<file path="config.mk">
export PLATFORM = sky130hd
export DESIGN_NAME = pwr_core_ctl
export DESIGN_NICKNAME = d
export VERILOG_FILES = /design/src/rtl/pwr_pkg.sv /design/src/rtl/pwr_req_check.sv /design/src/rtl/pwr_core_slot.sv /design/src/rtl/pwr_core_ctl.sv
export SDC_FILE = /design/constraint.sdc
export NUM_CORES = 1
export LEC_CHECK = 0
export BUFFER_PORTS_ARGS = -buffer_cell sky130_fd_sc_hd__buf_2
export CELL_PAD_IN_SITES_DETAIL_PLACEMENT = 1
export CELL_PAD_IN_SITES_GLOBAL_PLACEMENT = 2
export CORE_MARGIN = 4
export CORE_UTILIZATION = 30
export DETAILED_ROUTE_END_ITERATION = 10
export PLACE_DENSITY = 0.71
export SLEW_MARGIN = 20
export SYNTH_ARGS = -nofsm -noshare
export SYNTH_HDL_FRONTEND = slang
export SYNTH_SLANG_ARGS = --single-unit
</file>
<file path="constraint.sdc">
create_clock -name clk_i -period 3.5 [get_ports clk_i]
set_clock_uncertainty 0.15 [all_clocks]
set_input_delay 0 -clock clk_i [delete_from_list [all_inputs] [get_ports clk_i]]
set_output_delay 0 -clock clk_i [all_outputs]
set_load 0.05 [all_outputs]
</file>
<file path="src/rtl/pwr_pkg.sv">
package pwr_pkg;
  typedef enum logic [1:0] {PS_OFF = 2'd0, PS_PEND = 2'd1, PS_ON = 2'd2} pwr_state_e;
  typedef enum logic [1:0] {OP_ON_ENTRY = 2'd0, OP_ON_RESET = 2'd1, OP_OFF = 2'd2, OP_WARM = 2'd3} pwr_op_e;
  typedef enum logic [2:0] {
    RC_OK = 3'd0, RC_INVAL = 3'd1, RC_ALREADY_ON = 3'd2, RC_ON_PEND = 3'd3, RC_IS_OFF = 3'd4
  } pwr_rc_e;
endpackage

</file>
<file path="src/rtl/pwr_req_check.sv">
module pwr_req_check
  import pwr_pkg::*;
#(
  parameter int NUM_CORES = 4,
  parameter int AFF_W     = 8,
  parameter int AFF_BASE  = 16,
  localparam int IDX_W    = (NUM_CORES > 1) ? $clog2(NUM_CORES) : 1
) (
  input  logic [1:0]             op_i,
  input  logic [AFF_W-1:0]       aff_i,
  input  logic [1:0]             entry_lsb_i,
  input  logic [1:0]             el_i,
  input  logic                   aa64_i,
  input  logic [2*NUM_CORES-1:0] state_i,
  input  logic [NUM_CORES-1:0]   cap_el2_i,
  input  logic [NUM_CORES-1:0]   cap_el3_i,
  input  logic [NUM_CORES-1:0]   cap_aa64_i,
  output logic [IDX_W-1:0]       idx_o,
  output logic [2:0]             code_o,
  output logic                   go_on_o,
  output logic                   go_off_o,
  output logic                   go_warm_o
);
  logic       hit;
  logic [1:0] st;
  logic       cap_bad;

  always_comb begin
    hit   = 1'b0;
    idx_o = '0;
    for (int i = 0; i < NUM_CORES; i++) begin
      if (aff_i == AFF_W'(AFF_BASE + i)) begin
        hit   = 1'b1;
        idx_o = IDX_W'(i);
      end
    end
  end

  assign st      = state_i[2*idx_o +: 2];
  assign cap_bad = (el_i == 2'd3 && !cap_el3_i[idx_o]) ||
                   (el_i == 2'd2 && !cap_el2_i[idx_o]) ||
                   (!aa64_i && cap_aa64_i[idx_o]);

  always_comb begin
    code_o    = RC_OK;
    go_on_o   = 1'b0;
    go_off_o  = 1'b0;
    go_warm_o = 1'b0;
    if (!hit) begin
      code_o = RC_INVAL;
    end else begin
      unique case (pwr_op_e'(op_i))
        OP_ON_ENTRY: begin
          if (el_i == 2'd0 || (aa64_i && entry_lsb_i != 2'b00)) code_o = RC_INVAL;
          else if (st == PS_ON)                                   code_o = RC_ALREADY_ON;
          else if (cap_bad)                                       code_o = RC_INVAL;
          else if (st == PS_PEND)                                 code_o = RC_ON_PEND;
          else                                                    go_on_o = 1'b1;
        end
        OP_ON_RESET: begin
          if (st == PS_ON)        code_o = RC_ALREADY_ON;
          else if (st == PS_PEND) code_o = RC_ON_PEND;
          else                    go_on_o = 1'b1;
        end
        OP_OFF: begin
          if (st == PS_OFF) code_o = RC_IS_OFF;
          else              go_off_o = 1'b1;
        end
        default: begin
          if (st == PS_OFF) code_o = RC_IS_OFF;
          else              go_warm_o = 1'b1;
        end
      endcase
    end
  end
endmodule

</file>
<file path="src/rtl/pwr_core_slot.sv">
module pwr_core_slot
  import pwr_pkg::*;
#(
  parameter int ADDR_W    = 32,
  parameter int CTX_W     = 32,
  parameter int DEFER_CYC = 4,
  localparam int CNT_W    = $clog2(DEFER_CYC + 1)
) (
  input  logic              clk_i,
  input  logic              rst_ni,
  input  logic              start_on_i,
  input  logic              with_entry_i,
  input  logic [ADDR_W-1:0] entry_i,
  input  logic [CTX_W-1:0]  ctx_i,
  input  logic              do_off_i,
  input  logic              do_warm_i,
  output logic [1:0]        state_o,
  output logic              halt_o,
  output logic              rst_o,
  output logic [ADDR_W-1:0] pc_o,
  output logic [CTX_W-1:0]  r0_o
);
  pwr_state_e        state_q;
  logic [CNT_W-1:0]  cnt_q;
  logic              kind_q;
  logic [ADDR_W-1:0] entry_q;
  logic [CTX_W-1:0]  ctx_q;

  always_ff @(posedge clk_i or negedge rst_ni) begin
    if (!rst_ni) begin
      state_q <= PS_OFF;
      cnt_q   <= '0;
      kind_q  <= 1'b0;
      entry_q <= '0;
      ctx_q   <= '0;
      halt_o  <= 1'b1;
      rst_o   <= 1'b0;
      pc_o    <= '0;
      r0_o    <= '0;
    end else begin
      rst_o <= 1'b0;
      if (cnt_q != '0) cnt_q <= cnt_q - 1'b1;
      if (cnt_q == CNT_W'(1)) begin
        state_q <= PS_ON;
        halt_o  <= 1'b0;
        rst_o   <= 1'b1;
        if (kind_q) begin
          pc_o <= entry_q;
          r0_o <= ctx_q;
        end
      end
      if (start_on_i) begin
        state_q <= PS_PEND;
        cnt_q   <= CNT_W'(DEFER_CYC);
        kind_q  <= with_entry_i;
        entry_q <= entry_i;
        ctx_q   <= ctx_i;
      end
      if (do_warm_i) rst_o <= 1'b1;
      // off wins over a completion landing in the same cycle
      if (do_off_i) begin
        state_q <= PS_OFF;
        halt_o  <= 1'b1;
        cnt_q   <= '0;
      end
    end
  end

  assign state_o = state_q;
endmodule

</file>
<file path="src/rtl/pwr_core_ctl.sv">
module pwr_core_ctl
  import pwr_pkg::*;
#(
  parameter int NUM_CORES = 4,
  parameter int ADDR_W    = 32,
  parameter int CTX_W     = 32,
  parameter int AFF_W     = 8,
  parameter int AFF_BASE  = 16,
  parameter int DEFER_CYC = 4
) (
  input  logic                        clk_i,
  input  logic                        rst_ni,
  input  logic                        req_valid_i,
  input  logic [1:0]                  req_op_i,
  input  logic [AFF_W-1:0]            req_aff_i,
  input  logic [ADDR_W-1:0]           req_entry_i,
  input  logic [CTX_W-1:0]            req_ctx_i,
  input  logic [1:0]                  req_el_i,
  input  logic                        req_aa64_i,
  input  logic [NUM_CORES-1:0]        cap_el2_i,
  input  logic [NUM_CORES-1:0]        cap_el3_i,
  input  logic [NUM_CORES-1:0]        cap_aa64_i,
  output logic                        rsp_valid_o,
  output logic [2:0]                  rsp_code_o,
  output logic [2*NUM_CORES-1:0]      pwr_state_o,
  output logic [NUM_CORES-1:0]        halt_o,
  output logic [NUM_CORES-1:0]        core_rst_o,
  output logic [ADDR_W*NUM_CORES-1:0] start_pc_o,
  output logic [CTX_W*NUM_CORES-1:0]  boot_r0_o
);
  localparam int IDX_W = (NUM_CORES > 1) ? $clog2(NUM_CORES) : 1;

  logic [IDX_W-1:0] idx;
  logic [2:0]       code;
  logic             go_on, go_off, go_warm;

  pwr_req_check #(
    .NUM_CORES(NUM_CORES), .AFF_W(AFF_W), .AFF_BASE(AFF_BASE)
  ) u_check (
    .op_i       (req_op_i),
    .aff_i      (req_aff_i),
    .entry_lsb_i(req_entry_i[1:0]),
    .el_i       (req_el_i),
    .aa64_i     (req_aa64_i),
    .state_i    (pwr_state_o),
    .cap_el2_i  (cap_el2_i),
    .cap_el3_i  (cap_el3_i),
    .cap_aa64_i (cap_aa64_i),
    .idx_o      (idx),
    .code_o     (code),
    .go_on_o    (go_on),
    .go_off_o   (go_off),
    .go_warm_o  (go_warm)
  );

  always_ff @(posedge clk_i or negedge rst_ni) begin
    if (!rst_ni) begin
      rsp_valid_o <= 1'b0;
      rsp_code_o  <= RC_OK;
    end else begin
      rsp_valid_o <= req_valid_i;
      if (req_valid_i) rsp_code_o <= code;
    end
  end

  for (genvar g = 0; g < NUM_CORES; g++) begin : g_core
    logic sel;
    assign sel = req_valid_i && (idx == IDX_W'(g));

    pwr_core_slot #(
      .ADDR_W(ADDR_W), .CTX_W(CTX_W), .DEFER_CYC(DEFER_CYC)
    ) u_slot (
      .clk_i       (clk_i),
      .rst_ni      (rst_ni),
      .start_on_i  (sel && go_on),
      .with_entry_i(req_op_i == OP_ON_ENTRY),
      .entry_i     (req_entry_i),
      .ctx_i       (req_ctx_i),
      .do_off_i    (sel && go_off),
      .do_warm_i   (sel && go_warm),
      .state_o     (pwr_state_o[2*g +: 2]),
      .halt_o      (halt_o[g]),
      .rst_o       (core_rst_o[g]),
      .pc_o        (start_pc_o[ADDR_W*g +: ADDR_W]),
      .r0_o        (boot_r0_o[CTX_W*g +: CTX_W])
    );
  end
endmodule

</file>
# Yosys cells after proc, flatten, opt, wreduce, memory -nomap -nowiden

Cells that the tools add are included.

Order comparisons: 1
Shifts and indexed selects: 1
Equal/unequal tests: 17
Reductions and logical operators: 52
Muxes and demuxes: 73
$add $sub $neg: 4

Operators with widths:

| kind                                                | number |
|---|---|
| 2-to-1 mux 3 bit                                    | 18 |
| nonzero test 3 bit                                  | 12 |
| 2-to-1 mux 1 bit                                    | 35 |
| equality test 8 x 5 -> 1 bit, second input constant | 4 |
| 2-to-1 mux 2 bit                                    | 15 |
| logical AND 1 bit                                   | 20 |
| equality test 2 bit, second input constant          | 6 |
| equality test 3 x 1 -> 1 bit, second input constant | 4 |
| subtractor 3 x 1 -> 3 bit, second input constant    | 4 |
| nonzero test 2 bit                                  | 5 |
| logical NOT 2 bit                                   | 4 |
| AND reduction 2 bit                                 | 4 |
| indexed part select 8 x 4 -> 2 bit                  | 1 |
| binary-select mux 1 bit (select 2 bit)              | 3 |
| equality test 2 x 1 -> 1 bit, second input constant | 3 |
| one-hot mux 3 bit (2 select lines)                  | 1 |
| logical NOT 1 bit                                   | 3 |
| logical OR 1 bit                                    | 3 |
| < comparator 2 x 3 -> 1 bit, second input constant  | 1 |
| OR reduction 3 bit                                  | 1 |
| one-hot mux 1 bit (2 select lines)                  | 1 |

Word-level logic and storage cells: 186
Input bits: 92
Output and inout bits: 276
Register bits: 548

# Longest topological paths before layout

Gate-level depths: netlist of run 1.

Word-level depth: 18
Gate-level depth with buffers: 15
Depth with buffers taken out: 12

# By module

A second synthesis of run 1 with hierarchy kept.

Cells, all modules: 1295
Area total of the unflattened synthesis: 22147.5 um^2

By module, submodules not included:

| module        | sequential area each (um^2) | cells an instance | times used | area an instance (um^2) |
|---|---|---|---|---|
| pwr_core_slot | 3404.5                      | 302               | 4          | 5343.9 |
| pwr_req_check | 0.0                         | 64                | 1          | 485.5 |
| pwr_core_ctl  | 100.1                       | 23                | 1          | 286.5 |

# Worst setup path before layout of run 1

Ideal clock, no wire load.

Path kind: register to register
From: register g_core[1].u_slot.state_q[0]
To: register g_core[2].u_slot.ctx_q[21]
Stages on the path, launching flop included: 13
Library setup time: 0.128 ns
Slack: 0.303 ns
Buffers on the path: 2
Arrival: 2.919 ns
Required time: 3.222 ns
Period minus slack after synthesis: 3.197 ns
Path through: dfrtp_1 nor2_1 a21oi_1 o221ai_1 inv_1 ha_1 or4_1 nor2_1 o211ai_4 a21o_1 buf_4 buf_4 mux2_1

Word-level cells in the longest chain between the ends: 9
Elaborated cells between the ends (all ways): 11
Classes of those cells: 2 x eq/ne; 1 x shift; 7 x mux; 1 x reduce/logical

Ends and longest elaborated chain:

| item                                 | RTL line                                 | source |
|---|---|---|
| from (decl)                          | pwr_core_slot.sv:23                      | `pwr_state_e state_q;` |
| from (signal assigned)               | pwr_core_slot.sv:31                      | `state_q <= PS_OFF;` |
| from (signal assigned)               | pwr_core_slot.sv:44                      | `state_q <= PS_ON;` |
| from (signal assigned)               | pwr_core_slot.sv:53                      | `state_q <= PS_PEND;` |
| indexed part select 8 x 4 -> 2 bit * | pwr_req_check.sv:39                      | `assign st = state_i[2*idx_o +: 2];` |
| equality test 2 x 1 -> 1 bit         | pwr_req_check.sv:57, pwr_req_check.sv:62 |  |
| 2-to-1 mux 1 bit                     | pwr_req_check.sv:57, pwr_req_check.sv:62 |  |
| 2-to-1 mux 1 bit                     | pwr_req_check.sv:56                      | `else if (cap_bad) code_o = RC_INVAL;` |
| 2-to-1 mux 1 bit                     | pwr_req_check.sv:55                      | `else if (st == PS_ON) code_o = RC_ALREADY_ON;` |
| 2-to-1 mux 1 bit                     | pwr_req_check.sv:54                      | `if (el_i == 2'd0 \|\| (aa64_i && entry_lsb_i != 2'b00)) code_o = RC_INVAL;` |
| one-hot mux 1 bit (2 select lines) * | pwr_req_check.sv:52                      | `unique case (pwr_op_e'(op_i))` |
| 2-to-1 mux 1 bit *                   | pwr_req_check.sv:49                      | `if (!hit) begin` |
| logical AND 1 bit *                  | pwr_core_ctl.sv:75                       | `.start_on_i (sel && go_on),` |
| to (signal assigned)                 | pwr_core_slot.sv:57                      | `ctx_q <= ctx_i;` |
| to (decl)                            | pwr_core_slot.sv:27                      | `logic [CTX_W-1:0] ctx_q;` |

Every way passes the cells marked *; elsewhere a longest branch is shown, timed or not.
A chain may end at the register's enable or synchronous reset.

# Final worst setup path of run 1

From: register g_core[1].u_slot.state_q[0]
To: register g_core[3].u_slot.ctx_q[3]

Word-level cells in the longest chain between the ends: 9
Elaborated cells between the ends (all ways): 11
Classes of those cells: 2 x eq/ne; 1 x shift; 7 x mux; 1 x reduce/logical

Ends and longest elaborated chain:

| item                                 | RTL line |
|---|---|
| indexed part select 8 x 4 -> 2 bit * | pwr_req_check.sv:39 |
| equality test 2 x 1 -> 1 bit         | pwr_req_check.sv:57, pwr_req_check.sv:62 |
| 2-to-1 mux 1 bit                     | pwr_req_check.sv:57, pwr_req_check.sv:62 |
| 2-to-1 mux 1 bit                     | pwr_req_check.sv:56 |
| 2-to-1 mux 1 bit                     | pwr_req_check.sv:55 |
| 2-to-1 mux 1 bit                     | pwr_req_check.sv:54 |
| one-hot mux 1 bit (2 select lines) * | pwr_req_check.sv:52 |
| 2-to-1 mux 1 bit *                   | pwr_req_check.sv:49 |
| logical AND 1 bit *                  | pwr_core_ctl.sv:75 |
| to (signal assigned)                 | pwr_core_slot.sv:57 |
| to (decl)                            | pwr_core_slot.sv:27 |

Marked as above.

==> results of run 1 <==
## sequential cells by signal, summed over array words and instances (netlist names)
signal                 cells
g_core.u_slot.ctx_q      128
g_core.u_slot.entry_q    128
g_core.u_slot.pc_o       128
g_core.u_slot.r0_o       128
g_core.u_slot.cnt_q       12
g_core.u_slot.state_o      8
g_core.u_slot.halt_o       4
g_core.u_slot.kind_q       4
g_core.u_slot.rst_o        4
rsp_code_o                 3
rsp_valid_o                1
## placed cells by master, fill, tap and decap left out, types with 7 or more instances in the layout
| cell | synthesis | routed |
|---|---|---|
| a21oi_1 | 18 | 18 |
| buf_12 | 0 | 17 |
| buf_2 | 13 | 366 |
| buf_4 | 11 | 20 |
| bufinv_16 | 0 | 7 |
| clkbuf_1 | 27 | 8 |
| clkbuf_16 | 0 | 62 |
| clkbuf_8 | 0 | 19 |
| clkinv_2 | 0 | 8 |
| dfrtp_1 | 544 | 544 |
| dlygate4sd3_1 | 0 | 83 |
| ha_1 | 16 | 16 |
| inv_1 | 11 | 11 |
| mux2_1 | 102 | 102 |
| mux2_2 | 384 | 384 |
| mux2_4 | 28 | 28 |
| nand2_1 | 14 | 10 |
| nor2_1 | 33 | 32 |
| nor2b_1 | 11 | 11 |
| o21ai_0 | 19 | 19 |
## layer usage
metal  global-route usage  vias up  routed length, microns
li1                     -     5594                       -
met1                0.203     6782                   25800
met2                0.264      310                   28400
met3               0.0491       83                    4530
met4               0.0303        2                     990
met5                    0        -                       9
## path summary, 6_finish.rpt
| path | cells after the start | start | slack (ps) | to |
|---|---|---|---|---|
| worst min-delay path | 3 | req_ctx_i[12] | 50 | g_core[2].u_slot.ctx_q[12] |
| max in group asynchronous | 4 | rst_ni | 2080 | g_core[1].u_slot.entry_q[23] |
| worst max-delay path | 11 | g_core[1].u_slot.state_o[0] | 190 | g_core[3].u_slot.ctx_q[3] |
| worst min register to register | 2 | g_core[0].u_slot.halt_o | 310 | g_core[0].u_slot.halt_o |
| min in group asynchronous | 3 | rst_ni | 480 | g_core[1].u_slot.halt_o |
| worst max register to register | 11 | g_core[1].u_slot.state_o[0] | 190 | g_core[3].u_slot.ctx_q[3] |
## cell type report
cell class | count | area share
clock inverters | 24 | 0.0119
flip-flops and latches | 548 | 0.500
well taps | 940 | 0.0429
repair buffers | 489 | 0.117
multi-input cells | 687 | 0.260
inverters | 11 | 0.00151
clock buffers | 88 | 0.0663
## cell usage after synthesis, types with 2 or more instances
library cell	instances	area, sq um
mux2_1	102	1150
a21oi_2	4	35.0
dfstp_2	4	105
clkbuf_1	27	101
o221ai_1	2	17.5
mux2i_1	7	70.1
buf_2	13	65.1
dfrtp_1	544	13600
a31oi_1	2	12.5
nand2_1	14	52.6
nor2b_1	11	68.8
or4_1	2	15.0
mux2_2	384	4320
a21oi_1	18	90.1
inv_1	11	41.3
nor2_1	33	124
o21ai_0	19	95.1
buf_4	11	82.6
and2_1	2	12.5
ha_1	16	200
a21o_1	7	52.6
o22ai_1	2	12.5
mux2_4	28	420
or2_2	3	18.8
nand4_1	4	25.0
xnor2_1	4	35.0
nand2b_1	5	31.3
buf_6	14	158
## worst max-delay path, stage by stage (launching register included)
cell and delay, ps:
dfrtp_1 430, nor2_1 120, a21oi_1 90, o221ai_2 250
inv_1 120, ha_1 230, or4_1 490, nor2_2 150
o211ai_4 180, a21oi_4 270, buf_12 260, mux2_2 370
## power by group
group	total, mW	switching [mW]	internal [mW]	leakage, nW
logic	0.981	0.622	0.359	6.24
registers	6.51	0.0649	6.44	7.59
clock network	6.74	2.63	4.11	1.05
total	14.2	3.32	10.9	14.9
## kinds of logic after synthesis
group                    synth area share
multiplexers                        0.282
adder cells (fa/ha/maj)           0.00944
AO/OA/AOI/OAI                      0.0179
buffers and inverters              0.0213
flip-flops                          0.647
XOR/XNOR                          0.00165
AND/OR/NAND/NOR                    0.0209
## metrics by stage
stage	hold slack (ps)	cells
final	50.8	2787
after global routing	31.6	2787
after CTS	1.58	2784
after detailed placement	-41.0	2588
after global placement	-46.5	2588
after floorplan	-446	1312
## repair_timing
item | CTS | global route
endpoints found under the hold margin | 774 | 0
buffers inserted | 0 | 2
resized for setup | 0 | 3
hold buffers | 84 | 0
endpoints found under the setup margin | 0 | 196
==> metrics.md, run 1 <==
| Metric | Value |
|---|---|
| Outcome | `finished, final reports clean` |
| Crit Path Class | `reg -> reg` |
| TritonCTS Buffers | `61` |
| Crit path max fanout | `35` |
| Global-route usage over all layers | `0.157` |
| ANT nets after route | `0` |
| Post-route setup TNS | `0 ps` |
| Worst-margin pin slew | `859 ps` |
| ANT cells | `0` |
| Core ar. | `70000 sq um` |
| Site row count | `97` |
| Congestion Overflow GR | `0` |
| Syn_nets | `1420` |
| Htree depth | `2` |
| Max_slew headroom | `0.427` |
| Post-synth EDFFs | `0` |
| Area of the multi-input gates | `7120 sq um` |
| Vias in the first global route | `14.4k` |
| Via-to-Cell Ratio | `4.58` |
| Setup crit end kind | `flop` |
| Max IR drop VDD | `0.000448 V` |
| Mapped cell area | `21200 sq um` |
| Filler Cells Inserted | `7197` |
| Setup violators final | `0` |
| Pre-antenna DRT Iters | `4` |
| DRT iter0 DRCs | `495` |
| Maximum clock path buffer count | `3` |
| WP data arrival | `3630 ps` |
| Number of synthesized register bits | `548` |
| Distinct cells, synth | `47` |
| Die area | `75000 sq um` |
| Worst-path clk slew | `60 ps` |
| Startpoint Class | `flop` |
| Final Worst Setup Slack | `192 ps` |
| Seq/Total Area, Yosys | `0.647` |
| Pwr Total | `14.2 mW` |
| CTS tree | `built` |
| Largest net degree at the start of global routing | `95` |
| Dpl hpwl | `39.7 mm` |
| Final min period | `3310 ps` |
| Main synth FF type | `dfrtp_1` |
| Average routed wire per standard cell | `21.4 microns` |
| Avg Inst Size Synth | `16.2 sq um` |
| Asr flop ratio synth | `1.00` |
| Initial antenna violation count | `1` |
| Routed vias | `12.8k` |
| I/O pins | `368` |
| P&R area growth vs syn | `29.3%` |
| Share of layout cells above drive strength 1 | `0.514` |
| Fin. Hold Viols | `0` |
| Final Cell Area | `27400 sq um` |
| Worst skew pair latency | `600 ps` |
| Initial Util | `0.303` |
| Achievable Freq | `302 MHz` |
| Drt drc | `0` |
| Global placer's final weighted congestion | `0.746` |
| Nets | `1906` |
| Min-Delay Path Class | `in -> reg` |
| Routed Wire Length | `59.7 mm` |
| Critical Path RT | `3830 ps` |
| Synth Instances | `1312` |
| Placed cell area | `24400 sq um` |
| PortBufs | `367` |
| Max Cap Viol | `0` |
| Leakage power | `14.9 nW` |
| Root buf cell | `clkbuf_16` |
| Pwr Density | `519 nW/um^2` |
| Slew Limit Fails | `0` |
| FF/Latch Area | `13700 sq um` |
| RSZ-0062 raised after global routing | `no` |
| Post-Place Worst Slack | `-117 ps` |
| First-pass GRT wire length | `91.1 mm` |
| End-of-flow core utilization | `0.392` |
| Die Width | `274 microns` |
| Die H | `274 microns` |
| Clock sinks | `548` |
| Ys Warns | `0` |
| Fin crit share | `0.945` |
(Power assumes the default switching activity.)
==> inputs of run 2 (changes only) <==
--- a/config.mk
+++ b/config.mk
@@ -5,13 +5,14 @@
 export SDC_FILE = /design/constraint.sdc
 export NUM_CORES = 1
 export LEC_CHECK = 0
+export ABC_AREA = 1
 export BUFFER_PORTS_ARGS = -buffer_cell sky130_fd_sc_hd__buf_2
 export CELL_PAD_IN_SITES_DETAIL_PLACEMENT = 1
 export CELL_PAD_IN_SITES_GLOBAL_PLACEMENT = 2
 export CORE_MARGIN = 4
 export CORE_UTILIZATION = 30
 export DETAILED_ROUTE_END_ITERATION = 10
-export PLACE_DENSITY = 0.71
+export PLACE_DENSITY = 0.75
 export SLEW_MARGIN = 20
 export SYNTH_ARGS = -nofsm -noshare
 export SYNTH_HDL_FRONTEND = slang
==> metrics.md, run 2 <==
| Metric | Value |
|---|---|
| Outcome | `finished, final reports clean` |
| Routed vias | `15.7k (+23%)` |
| TritonCTS Buffers | `61 (unchanged)` |
| Final Worst Setup Slack | `203 ps (+10.6 ps)` |
| Worst-path clk slew | `60 ps (about the same)` |
| Share of layout cells above drive strength 1 | `0.330 (-0.184)` |
| Fin. Hold Viols | `0 (unchanged)` |
| Reg2Reg Depth | `11 (unchanged)` |
| Min-Delay Path Class | `in -> reg` |
| Number of synthesized register bits | `548 (unchanged)` |
| Post-Synth Adder-Cell Area | `0.00925 (-0.000185)` |
| CP Buf/Inv Count | `6 (+4)` |
| Crit Path Class | `in -> reg` |
| Post-Synth Simple-Gate Area | `0.175 (+0.154)` |
| Ys Warns | `0 (unchanged)` |
| Synth top area cells | `dfrtp_1 (63%), mux2_2 (13%), nand2_1 (10%), nand3_1 (6.3%), buf_4 (1.1%)` |
| R2R Setup Slk | `250 ps (+60 ps)` |
| Vias in the first global route | `17.2k (+20%)` |
| Post-synthesis mux area share | `0.135 (-0.148)` |
| Synth Instances | `1932 (+47%)` |
| Congestion Overflow GR | `0 (unchanged)` |
| Site row count | `98 (+1.0%)` |
| WHS Path Cells | `12 (+9)` |
| Main synth FF type | `dfrtp_1` |
| Synth top cells by count | `nand2_1 (578), dfrtp_1 (544), nand3_1 (271)` |
| Largest net degree at the start of global routing | `93 (-2.1%)` |
| Initial Util | `0.303 (about the same)` |
| PortBufs | `367 (unchanged)` |
| Placed cell area | `24600 sq um (+1.2%)` |
| Htree depth | `2 (unchanged)` |
| CTS tree | `built` |
| Routed Wire Length | `68.1 mm (+14%)` |
| Via-to-Cell Ratio | `4.66 (+1.7%)` |
| Most frequent cells in the layout | `nand2_1 (571), dfrtp_1 (544), buf_2 (366), nand3_1 (271), mux2_2 (256)` |
| Max_slew headroom | `0.577 (+0.150)` |
| Yosys top cell area share | `0.629 (-0.0126)` |
| DRT iter0 DRCs | `851 (+72%)` |
| Delay-heaviest family, CP | `buffers and inverters` |
| Clock sinks | `548 (unchanged)` |
| Maximum clock path buffer count | `3 (unchanged)` |
| Core ar. | `71500 sq um (+2.1%)` |
| Distinct cells, synth | `34 (-28%)` |
| Average routed wire per standard cell | `20.2 microns (-5.9%)` |
| Seq/Total Area, Yosys | `0.634 (-0.0127)` |
| Avg Inst Size Synth | `11.2 sq um (-31%)` |
| Slew Limit Fails | `0 (unchanged)` |
| Critical Path RT | `3920 ps (+90 ps)` |
| Dpl hpwl | `44.9 mm (+13%)` |
| Die Width | `277 microns (+0.97%)` |
| Cell mode on critical path | `dlygate4sd3_1` |
| Cell Chain, Critical Path | `dlygate4sd3_1, buf_2, nor2_1, dlygate4sd3_1, nand4_1, dlygate4sd3_1, nor3_4, buf_4, nand3_1, dlygate4sd3_1, nand2_1` |
| ANT cells | `0 (unchanged)` |
| Max IR drop VDD | `0.000389 V (-13%)` |
| Achievable Freq | `303 MHz (+0.32%)` |
| Compound-cell area share of the yosys netlist | `0.00694 (-0.0110)` |
| Post-synth EDFFs | `0 (unchanged)` |
| Asr flop ratio synth | `1.00 (unchanged)` |
| Leakage power | `15.7 nW (+5.5%)` |
| First-pass GRT wire length | `107 mm (+17%)` |
| Crit-path max cell delay | `670 ps (+180 ps)` |
| Drt drc | `0 (unchanged)` |
| Final Cell Area | `27600 sq um (+0.75%)` |
| Filler Cells Inserted | `7888 (+9.6%)` |
| Top cell type by total area after synthesis | `dfrtp_1` |
| Most common cell in the synthesized netlist | `nand2_1` |
| Global placer's final weighted congestion | `0.780 (+4.5%)` |
| Syn_nets | `2040 (+44%)` |
| Mapped cell area | `21600 sq um (+2.0%)` |
| Pwr Density | `508 nW/um^2 (-2.1%)` |
| Commonest non-fill, non-tap cell in the layout | `nand2_1` |
| Pwr Total | `14.0 mW (-1.4%)` |
| Die area | `76500 sq um (+1.9%)` |
| Post-Place Worst Slack | `494 ps (+611 ps)` |
| Setup crit end kind | `flop` |
| WHS | `50.1 ps (-0.677 ps)` |
| Worst skew pair latency | `630 ps (+30 ps)` |
| Fin crit share | `0.942 (-0.00302)` |
| Initial antenna violation count | `0 (-1)` |
| Final min period | `3300 ps (-10.6 ps)` |
| Largest family of logic cells by synthesized area | `simple AND/OR/NAND/NOR gates` |
| Max Cap Viol | `0 (unchanged)` |
| Worst-margin pin slew | `634 ps (-225 ps)` |
| Die H | `277 microns (+0.97%)` |
| Crit path max fanout | `33 (-5.7%)` |
| End-of-flow core utilization | `0.386 (-0.00512)` |
| Nets | `2484 (+30%)` |
| I/O pins | `368 (unchanged)` |
| Root buf cell | `clkbuf_16` |
| Slowest cell on the critical path | `dlygate4sd3_1` |
| P&R area growth vs syn | `27.7%` |
| WP data arrival | `3710 ps (+80 ps)` |
| Pre-antenna DRT Iters | `5 (+1)` |
| XOR/XNOR share of the synthesized area | `0.00202 (+0.000372)` |
| Global-route usage over all layers | `0.176 (+0.0185)` |
| ANT nets after route | `0 (unchanged)` |
| Stages on the worst setup path | `11 (unchanged)` |
| Startpoint Class | `primary input` |
| Setup violators final | `0 (unchanged)` |
run 2: path summary, 6_finish.rpt:
path,start,to
hold reg to reg,g_core[3].u_slot.entry_q[17],g_core[3].u_slot.entry_q[17]
max in group asynchronous,rst_ni,rsp_code_o[2]
setup reg to reg,g_core[2].u_slot.state_o[1],g_core[3].u_slot.ctx_q[4]
hold / removal,cap_aa64_i[2],rsp_code_o[1]
setup / recovery,req_aff_i[6],g_core[3].u_slot.ctx_q[31]
min in group asynchronous,rst_ni,g_core[3].u_slot.halt_o
run 2: cells by family (layout without fill, tap and decap cells):
kind of cell | count (synthesis) | after routing
xor gates and xnor gates | 5 | 5
DFF | 548 | 548
AOI/OAI and AO/OA | 26 | 26
adders and majority gates | 16 | 16
muxes | 259 | 259
and+or+nand+nor | 905 | 905
buffers and inverters | 173 | 669
run 2: through the flow:
stage / std cells / TNS, ps
after floorplan: 1932 / 0
after global placement: 3173 / 0
after detailed placement: 3173 / 0
after CTS: 3377 / 0
after global routing: 3378 / -198
final: 3378 / 0
run 2: area by class of cell:
cell class,count,area (sq um),share of cell area
multi-input cells,1211,7200,0.261
clock buffers,86,1800,0.0652
repair buffers,498,3270,0.118
inverters,56,210,0.00761
flip-flops and latches,548,13700,0.497
clock inverters,29,236,0.00856
well taps,950,1190,0.0430
run 2: tightest hold or removal path, delay by kind of cell:
family                 cells  cell delay (ps)
and+or+nand+nor           10              650
buffers and inverters      2              110
run 2: routing by layer:
layer  vias to the layer above  global-route usage  routed length, microns
met3                        78              0.0382                    3310
met2                       275               0.303                   33500
met5                         -                   0                       0
met4                         0              0.0379                    1290
met1                      8151               0.228                   30000
li1                       7238                   -                       -
run 2: where the power goes:
group	internal, mW	switching (mW)	leakage [nW]
clock	3.73	2.69	1.01
sequential	6.48	0.0674	7.58
combinational	0.351	0.713	7.10
total	10.6	3.47	15.7
run 2: timing repair:
item / CTS / global route
hold buffers: 89 / 0
endpoints found under the setup margin: 0 / 223
endpoints found under the hold margin: 758 / 0
gates resized for setup: 0 / 5
buffers inserted: 0 / 1
